**src/rtl/vtlb_pkg.sv**
```systemverilog
package vtlb_pkg;

    localparam int VA_W     = 32;
    localparam int PG_SHIFT = 10;
    localparam int TAG_W    = VA_W - PG_SHIFT;
    localparam int SZ_W     = 3;
    localparam int PID_W    = 8;
    localparam int ZONES    = 16;
    localparam int ZN_W     = $clog2(ZONES);
    localparam int ZCTL_W   = 2 * ZONES;

    typedef enum logic [1:0] {
        SW_NOP   = 2'd0,
        SW_WRITE = 2'd1,
        SW_READ  = 2'd2,
        SW_INVAL = 2'd3
    } sw_op_e;

    typedef enum logic [1:0] {
        ACC_FETCH = 2'd0,
        ACC_LOAD  = 2'd1,
        ACC_STORE = 2'd2,
        ACC_LOAD2 = 2'd3
    } acc_e;

    typedef enum logic [1:0] {
        ZN_DENY  = 2'd0,
        ZN_PAGE  = 2'd1,
        ZN_FULL  = 2'd2,
        ZN_FULL2 = 2'd3
    } zone_e;

    typedef struct packed {
        logic              valid;
        logic [TAG_W-1:0]  vpn;
        logic [SZ_W-1:0]   size;
        logic [PID_W-1:0]  pid;
        logic [TAG_W-1:0]  ppn;
        logic              ex;
        logic              wr;
        logic [ZN_W-1:0]   zone;
    } pte_t;

    // Tag bits that take part in the compare for a given size code.
    function automatic logic [TAG_W-1:0] tag_keep(input logic [SZ_W-1:0] sz);
        logic [TAG_W-1:0] m;
        m = '1;
        m = m << (2 * int'(sz));
        return m;
    endfunction

    // Address bits that pass straight through for a given size code.
    function automatic logic [VA_W-1:0] offset_mask(input logic [SZ_W-1:0] sz);
        logic [VA_W-1:0] m;
        m = '1;
        m = m << (PG_SHIFT + 2 * int'(sz));
        return ~m;
    endfunction

endpackage

```
**src/rtl/vtlb_entry_store.sv**
```systemverilog
module vtlb_entry_store
    import vtlb_pkg::*;
#(
    parameter int ENTRIES = 16,
    localparam int IDX_W  = $clog2(ENTRIES)
) (
    input  logic                     clk,
    input  logic                     rst_n,
    input  logic [1:0]               sw_op,
    input  logic [IDX_W-1:0]         sw_idx,
    input  pte_t                     sw_entry,
    input  logic                     zone_we,
    input  logic [ZCTL_W-1:0]        zone_wdata,
    output pte_t [ENTRIES-1:0]       tbl,
    output logic [ZCTL_W-1:0]        zctl,
    output pte_t                     rd_entry,
    output logic                     rd_done
);

    typedef struct packed {
        pte_t [ENTRIES-1:0] tbl;
        logic [ZCTL_W-1:0]  zctl;
        pte_t               rd;
        logic               rd_v;
    } st_t;

    st_t st_d, st_q;

    always_comb begin
        st_d      = st_q;
        st_d.rd_v = 1'b0;
        case (sw_op_e'(sw_op))
            SW_WRITE: st_d.tbl[sw_idx] = sw_entry;
            SW_READ: begin
                st_d.rd   = st_q.tbl[sw_idx];
                st_d.rd_v = 1'b1;
            end
            SW_INVAL: st_d.tbl[sw_idx].valid = 1'b0;
            default: ;
        endcase
        if (zone_we) begin
            st_d.zctl = zone_wdata;
        end
    end

    always_ff @(posedge clk or negedge rst_n) begin
        if (!rst_n) begin
            st_q <= '0;
        end else begin
            st_q <= st_d;
        end
    end

    assign tbl      = st_q.tbl;
    assign zctl     = st_q.zctl;
    assign rd_entry = st_q.rd;
    assign rd_done  = st_q.rd_v;

endmodule

```
**src/rtl/vtlb_match.sv**
```systemverilog
module vtlb_match
    import vtlb_pkg::*;
#(
    parameter int ENTRIES = 16,
    localparam int IDX_W  = $clog2(ENTRIES)
) (
    input  pte_t [ENTRIES-1:0]  tbl,
    input  logic [VA_W-1:0]     ea,
    input  logic [PID_W-1:0]    pid,
    output logic                hit,
    output logic [VA_W-1:0]     pa,
    output logic                sel_ex,
    output logic                sel_wr,
    output logic [ZN_W-1:0]     sel_zone
);

    logic [TAG_W-1:0]   ea_tag;
    logic [ENTRIES-1:0] hit_vec;
    logic [IDX_W-1:0]   sel_idx;
    logic [VA_W-1:0]    pass_mask;
    logic [VA_W-1:0]    frame;

    assign ea_tag = ea[VA_W-1:PG_SHIFT];

    for (genvar i = 0; i < ENTRIES; i++) begin : g_cmp
        logic [TAG_W-1:0] keep;
        logic             pid_ok;
        logic             tag_ok;
        assign keep       = tag_keep(tbl[i].size);
        assign pid_ok     = (tbl[i].pid == '0) || (tbl[i].pid == pid);
        assign tag_ok     = ((ea_tag ^ tbl[i].vpn) & keep) == '0;
        assign hit_vec[i] = tbl[i].valid && pid_ok && tag_ok;
    end

    // Lowest matching index wins: scan downward, last write sticks.
    always_comb begin
        sel_idx = '0;
        for (int i = ENTRIES - 1; i >= 0; i--) begin
            if (hit_vec[i]) begin
                sel_idx = IDX_W'(i);
            end
        end
    end

    assign hit       = |hit_vec;
    assign pass_mask = offset_mask(tbl[sel_idx].size);
    assign frame     = {tbl[sel_idx].ppn, {PG_SHIFT{1'b0}}};
    assign pa        = (frame & ~pass_mask) | (ea & pass_mask);
    assign sel_ex    = tbl[sel_idx].ex;
    assign sel_wr    = tbl[sel_idx].wr;
    assign sel_zone  = tbl[sel_idx].zone;

endmodule

```
**src/rtl/vtlb_perm.sv**
```systemverilog
module vtlb_perm
    import vtlb_pkg::*;
(
    input  logic [1:0]         acc,
    input  logic               ex,
    input  logic               wr,
    input  logic [ZN_W-1:0]    zone,
    input  logic [ZCTL_W-1:0]  zctl,
    output logic               fault
);

    zone_e zc;
    logic  page_fault;

    assign zc = zone_e'(zctl[{zone, 1'b0} +: 2]);

    always_comb begin
        case (acc_e'(acc))
            ACC_FETCH: page_fault = !ex;
            ACC_STORE: page_fault = !wr;
            default:   page_fault = 1'b0;
        endcase
    end

    always_comb begin
        case (zc)
            ZN_DENY: fault = 1'b1;
            ZN_PAGE: fault = page_fault;
            default: fault = 1'b0;
        endcase
    end

endmodule

```
**src/rtl/vtlb_top.sv**
```systemverilog
module vtlb_top
    import vtlb_pkg::*;
#(
    parameter int ENTRIES = 16,
    localparam int IDX_W  = $clog2(ENTRIES)
) (
    input  logic               clk,
    input  logic               rst_n,
    input  logic [1:0]         sw_op,
    input  logic [IDX_W-1:0]   sw_idx,
    input  logic               sw_valid,
    input  logic [21:0]        sw_vpn,
    input  logic [2:0]         sw_size,
    input  logic [7:0]         sw_pid,
    input  logic [21:0]        sw_ppn,
    input  logic               sw_exec,
    input  logic               sw_write,
    input  logic [3:0]         sw_zone,
    input  logic               zone_we,
    input  logic [31:0]        zone_wdata,
    output logic               rd_done,
    output logic               rd_valid,
    output logic [21:0]        rd_vpn,
    output logic [2:0]         rd_size,
    output logic [7:0]         rd_pid,
    output logic [21:0]        rd_ppn,
    output logic               rd_exec,
    output logic               rd_write,
    output logic [3:0]         rd_zone,
    input  logic               lk_req,
    input  logic [31:0]        lk_ea,
    input  logic [1:0]         lk_acc,
    input  logic               lk_virt,
    input  logic [7:0]         lk_pid,
    output logic               lk_done,
    output logic [31:0]        lk_pa,
    output logic               lk_hit,
    output logic               lk_miss,
    output logic               lk_fault
);

    pte_t               wr_entry;
    pte_t               rd_entry;
    pte_t [ENTRIES-1:0] tbl;
    logic [ZCTL_W-1:0]  zctl;

    logic               m_hit;
    logic [VA_W-1:0]    m_pa;
    logic               m_ex;
    logic               m_wr;
    logic [ZN_W-1:0]    m_zone;
    logic               p_fault;

    always_comb begin
        wr_entry.valid = sw_valid;
        wr_entry.vpn   = sw_vpn;
        wr_entry.size  = sw_size;
        wr_entry.pid   = sw_pid;
        wr_entry.ppn   = sw_ppn;
        wr_entry.ex    = sw_exec;
        wr_entry.wr    = sw_write;
        wr_entry.zone  = sw_zone;
    end

    vtlb_entry_store #(.ENTRIES(ENTRIES)) u_store (
        .clk        (clk),
        .rst_n      (rst_n),
        .sw_op      (sw_op),
        .sw_idx     (sw_idx),
        .sw_entry   (wr_entry),
        .zone_we    (zone_we),
        .zone_wdata (zone_wdata),
        .tbl        (tbl),
        .zctl       (zctl),
        .rd_entry   (rd_entry),
        .rd_done    (rd_done)
    );

    vtlb_match #(.ENTRIES(ENTRIES)) u_match (
        .tbl      (tbl),
        .ea       (lk_ea),
        .pid      (lk_pid),
        .hit      (m_hit),
        .pa       (m_pa),
        .sel_ex   (m_ex),
        .sel_wr   (m_wr),
        .sel_zone (m_zone)
    );

    vtlb_perm u_perm (
        .acc   (lk_acc),
        .ex    (m_ex),
        .wr    (m_wr),
        .zone  (m_zone),
        .zctl  (zctl),
        .fault (p_fault)
    );

    typedef struct packed {
        logic            done;
        logic            hit;
        logic            miss;
        logic            fault;
        logic [VA_W-1:0] pa;
    } res_t;

    res_t res_d, res_q;

    always_comb begin
        res_d       = res_q;
        res_d.done  = lk_req;
        res_d.hit   = 1'b0;
        res_d.miss  = 1'b0;
        res_d.fault = 1'b0;
        if (lk_req) begin
            if (!lk_virt) begin
                res_d.pa = lk_ea;
            end else if (m_hit) begin
                res_d.pa    = m_pa;
                res_d.hit   = 1'b1;
                res_d.fault = p_fault;
            end else begin
                res_d.miss  = 1'b1;
            end
        end
    end

    always_ff @(posedge clk or negedge rst_n) begin
        if (!rst_n) begin
            res_q <= '0;
        end else begin
            res_q <= res_d;
        end
    end

    assign lk_done  = res_q.done;
    assign lk_pa    = res_q.pa;
    assign lk_hit   = res_q.hit;
    assign lk_miss  = res_q.miss;
    assign lk_fault = res_q.fault;

    assign rd_valid = rd_entry.valid;
    assign rd_vpn   = rd_entry.vpn;
    assign rd_size  = rd_entry.size;
    assign rd_pid   = rd_entry.pid;
    assign rd_ppn   = rd_entry.ppn;
    assign rd_exec  = rd_entry.ex;
    assign rd_write = rd_entry.wr;
    assign rd_zone  = rd_entry.zone;

endmodule

```
**config.mk**
```make
export PLATFORM = sky130hd
export DESIGN_NAME = vtlb_top
export DESIGN_NICKNAME = d
export VERILOG_FILES = /design/src/rtl/vtlb_pkg.sv /design/src/rtl/vtlb_entry_store.sv /design/src/rtl/vtlb_match.sv /design/src/rtl/vtlb_perm.sv /design/src/rtl/vtlb_top.sv
export SDC_FILE = /design/constraint.sdc
export NUM_CORES = 2
export LEC_CHECK = 0
export BUFFER_PORTS_ARGS = -buffer_cell sky130_fd_sc_hd__buf_4
export CAP_MARGIN = 20
export CORE_AREA = 2 2 365 367
export CTS_CLUSTER_SIZE = 40
export DETAILED_ROUTE_END_ITERATION = 8
export DIE_AREA = 0 0 367 369
export SYNTH_ARGS = -nofsm -noshare
export SYNTH_HDL_FRONTEND = slang
export SYNTH_SLANG_ARGS = --single-unit
```
**constraint.sdc**
```tcl
create_clock -name clk -period 5 [get_ports clk]
set_clock_uncertainty 0.05 [all_clocks]
set_input_delay 0.5 -clock clk [delete_from_list [all_inputs] [get_ports clk]]
set_output_delay 0.5 -clock clk [all_outputs]
set_load 0.02 [all_outputs]
```
==> run summary <==
Fin crit period: 4.81 ns
Status: completed
Vias in the first global route: 44901
Wire per inst: 29.9 µm
Core area: 131000 µm²
Final core utilization: 56.3%
CTS tree: built
Layout cell share with drive strength beyond 1: 43.7%
Total track usage: 31.4%
Slew @ Worst Pin: 0.977 ns
Vias: 44906
Mapped Nets: 5030
Die width: 367 µm
Cell Area, Synth: 62600 µm²
Final Max Slew Viols: 0
XOR/XNOR Fraction of Synth Area: 6.71%
Clk Latency, worst-skew pair: 0.79 ns
Initial antenna violation count: 7
Worst path required time: 5.62 ns
Clock Tree Buf Depth: 3
Power, Total: 0.0301 W
Vias per cell: 6.26
Post-Synth Simple-Gate Area: 6.38%
CP Capture Point: lk_pa[21]
Largest family of logic cells by synthesized area: multiplexers
Synth warn: 0
IO Port Bufs: 245
Total CTS buffers: 134
Fin crit share: 96.3%
Pin count of the biggest net entering global routing: 119
Die area: 135000 µm²
Starting DRT DRC Count: 4884
R2r worst-path depth: 22
DRT antenna net count: 0
R2r startpoint: u_store.tbl[904]
CTS H-tree lvls: 4
Die height: 369 µm
Gr ovfl total: 0
Yosys top cell area share: 44.9%
Fin. Hold Viols: 0
MaxCap Viol Count: 0
Initial Util: 47.8%
Flop2flop setup slack: 0.19 ns
Worst Hold Class: in2reg
Peak supply drop: 0.000413 V
First drt pass iteration count: 6
Top cell type by total area after synthesis: dfrtp_1
# fillers: 11038
First-pass GRT wire length: 315000 µm
Clock Sinks: 1123
Max-slew headroom: 34.9%
Synth top area cells: dfrtp_1, mux2_2, mux4_2
Power per cell area: 408 nW/µm²
DPL Wire Length: 143000 µm
Most numerous cell in the Yosys netlist: dfrtp_1
WS Path Type: reg2reg
Final setup violating endpoints: 0
Compound-Gate Fraction of Synth Area: 5.15%
Worst-path maximum fanout: 5
Top cells by count, synth: dfrtp_1, mux2_2, mux4_2
Site Rows: 133
Synth Area in Adders: 0.0799%
Syn Inst Count: 4879
Setup crit start kind: flip-flop
Mux share of post-synthesis cell area: 33.7%
Crit Reg-Reg Endpoint: lk_pa[21]
Synthesized flop and latch total: 1123
Register area share after synthesis: 44.9%
Post-Route WL: 215000 µm
Number of remaining DRC errors: 0
Clk slew on worst S/H paths: 0.06 ns
Root Buffer: clkbuf_16
Critical path origin: u_store.tbl[904]
Nets: 5464
Post-synth ARST share: 100%
Syn_area_per_cell: 12.8 µm²
Crit end category: flip-flop
Ports: 246
Area Growth Syn to Fin: 17.9%
Yosys cell types: 93
Gpl congestion: 0.958
Post-synth EDFFs: 0
Ys flop type: dfrtp_1
Leakage power: 32.4 nW
Max Clk Rate: 208 MHz
Data arrival time of the worst path: 5.43 ns
==> metal layers <==
| metal | vias to the layer above | global-route usage (%) | part of all wire, % |
|---|---|---|---|
| met5 | - | 0 | 0.0051 |
| met4 | 2 | 11.6 | 3.9 |
| met3 | 364 | 5.48 | 6.9 |
| met2 | 1800 | 49.2 | 46 |
| met1 | 23751 | 43.9 | 43 |
| li1 | 18989 | - | - |
==> final cells by class <==
cell class | instances | area (µm²) | area share [%]
multi-input combinational | 3336 | 33000 | 44.7
sequential | 1123 | 28100 | 38.1
timing repair buffer | 700 | 6010 | 8.13
clock buffer | 188 | 3850 | 5.21
tap | 1755 | 2200 | 2.97
clock inverter | 54 | 621 | 0.840
inverter | 18 | 67.6 | 0.0915
antenna | 5 | 12.5 | 0.0169
==> placed cells by master (no fill, tap or decap), types with 9 or more instances in the layout <==
master	n
a211oi_1	44
a21oi_1	140
a22o_1	16
a22oi_1	20
a31oi_1	20
and2_1	10
and3_1	61
and4_1	15
buf_12	36
buf_4	584
buf_6	9
bufinv_16	10
clkbuf_1	27
clkbuf_16	138
clkbuf_8	25
clkinv_2	26
dfrtp_1	1123
dlygate4sd3_1	62
inv_1	16
mux2_2	1111
mux2i_1	156
mux4_2	310
nand2_1	280
nand2_4	14
nand3_1	62
nand4_1	53
nor2_1	75
nor3_1	52
nor3b_1	16
nor4_1	71
o21a_1	11
o21ai_0	58
o21ai_1	27
o21bai_1	20
o31ai_1	20
xnor2_1	216
xor2_1	264
==> cell families (layout without fill, tap and decap cells) <==
kind of cell,count (synthesis),in the layout
AO/OA/AOI/OAI,482,482
XOR/XNOR,480,480
adder cells (fa/ha/maj),4,4
buffers and inverters,421,960
flip-flops,1123,1123
multiplexers,1582,1582
other,0,5
AND/OR/NAND/NOR,787,788
==> where the power goes <==
group | internal (W) | total [W] | switching (W)
Sequential | 0.0109 | 0.0127 | 0.00184
Clock | 0.00591 | 0.0100 | 0.00409
Combinational | 0.00402 | 0.00742 | 0.00340
==> critical path, cell delays in order, from the launching register on <==
cell,delay (ns)
dfrtp_1,0.44
inv_1,0.31
o21ai_0,0.16
a21oi_1,0.29
buf_4,0.21
nor4_1,0.06
buf_4,0.14
a211oi_1,0.34
o221ai_2,0.21
a2111o_1,0.49
nand2_2,0.17
mux2i_1,0.11
mux2_2,0.29
o211ai_2,0.20
nand2_2,0.09
inv_2,0.07
ha_2,0.18
inv_1,0.07
ha_4,0.27
a21oi_2,0.13
buf_4,0.14
mux2i_1,0.21
o21ai_1,0.08
==> stage by stage <==
stage	cell area [µm²]	setup WS (ns)	std cells	hold slack, ns	TNS [ns]
floorplan	62600	0.375	4879	0.154	0
global placement	68300	-0.367	6862	0.435	-4.17
detailed placement	68300	-0.421	6862	0.443	-5.18
CTS	73400	0.00730	7166	0.000898	0
global route	73800	-0.0306	7175	0.0410	-0.0396
finish	73800	0.186	7179	0.0448	0
==> registers in the layout, summed over array words and instances, names as in the netlist <==
| name | count |
|---|---|
| lk_done | 1 |
| lk_fault | 1 |
| lk_hit | 1 |
| lk_miss | 1 |
| lk_pa | 32 |
| u_store.rd_done | 1 |
| u_store.rd_entry | 62 |
| u_store.tbl | 992 |
| u_store.zctl | 32 |
==> timing repair <==
action | in CTS | in global routing
resized for setup | 5 | 57
hold buffers | 62 | 0
endpoints found under the hold margin | 241 | 0
cloned | 0 | 3
pin swaps | 3 | 14
setup endpoints to repair | 18 | 22
setup buffers | 0 | 5
==> worst min-delay path by stage <==
stage                         start               end  slack (ns)  cells past startpoint
floorplan                     rst_n           lk_done        0.15                      0
global placement    u_store.zctl[6]   u_store.zctl[6]        0.43                      1
detailed placement  u_store.zctl[6]   u_store.zctl[6]        0.44                      1
CTS                       sw_ppn[4]   u_store.tbl[72]      0.0009                      2
global route              sw_ppn[0]  u_store.tbl[378]        0.04                      2
finish                    sw_ppn[4]   u_store.tbl[72]        0.04                      2
(Power assumes the default switching activity.)
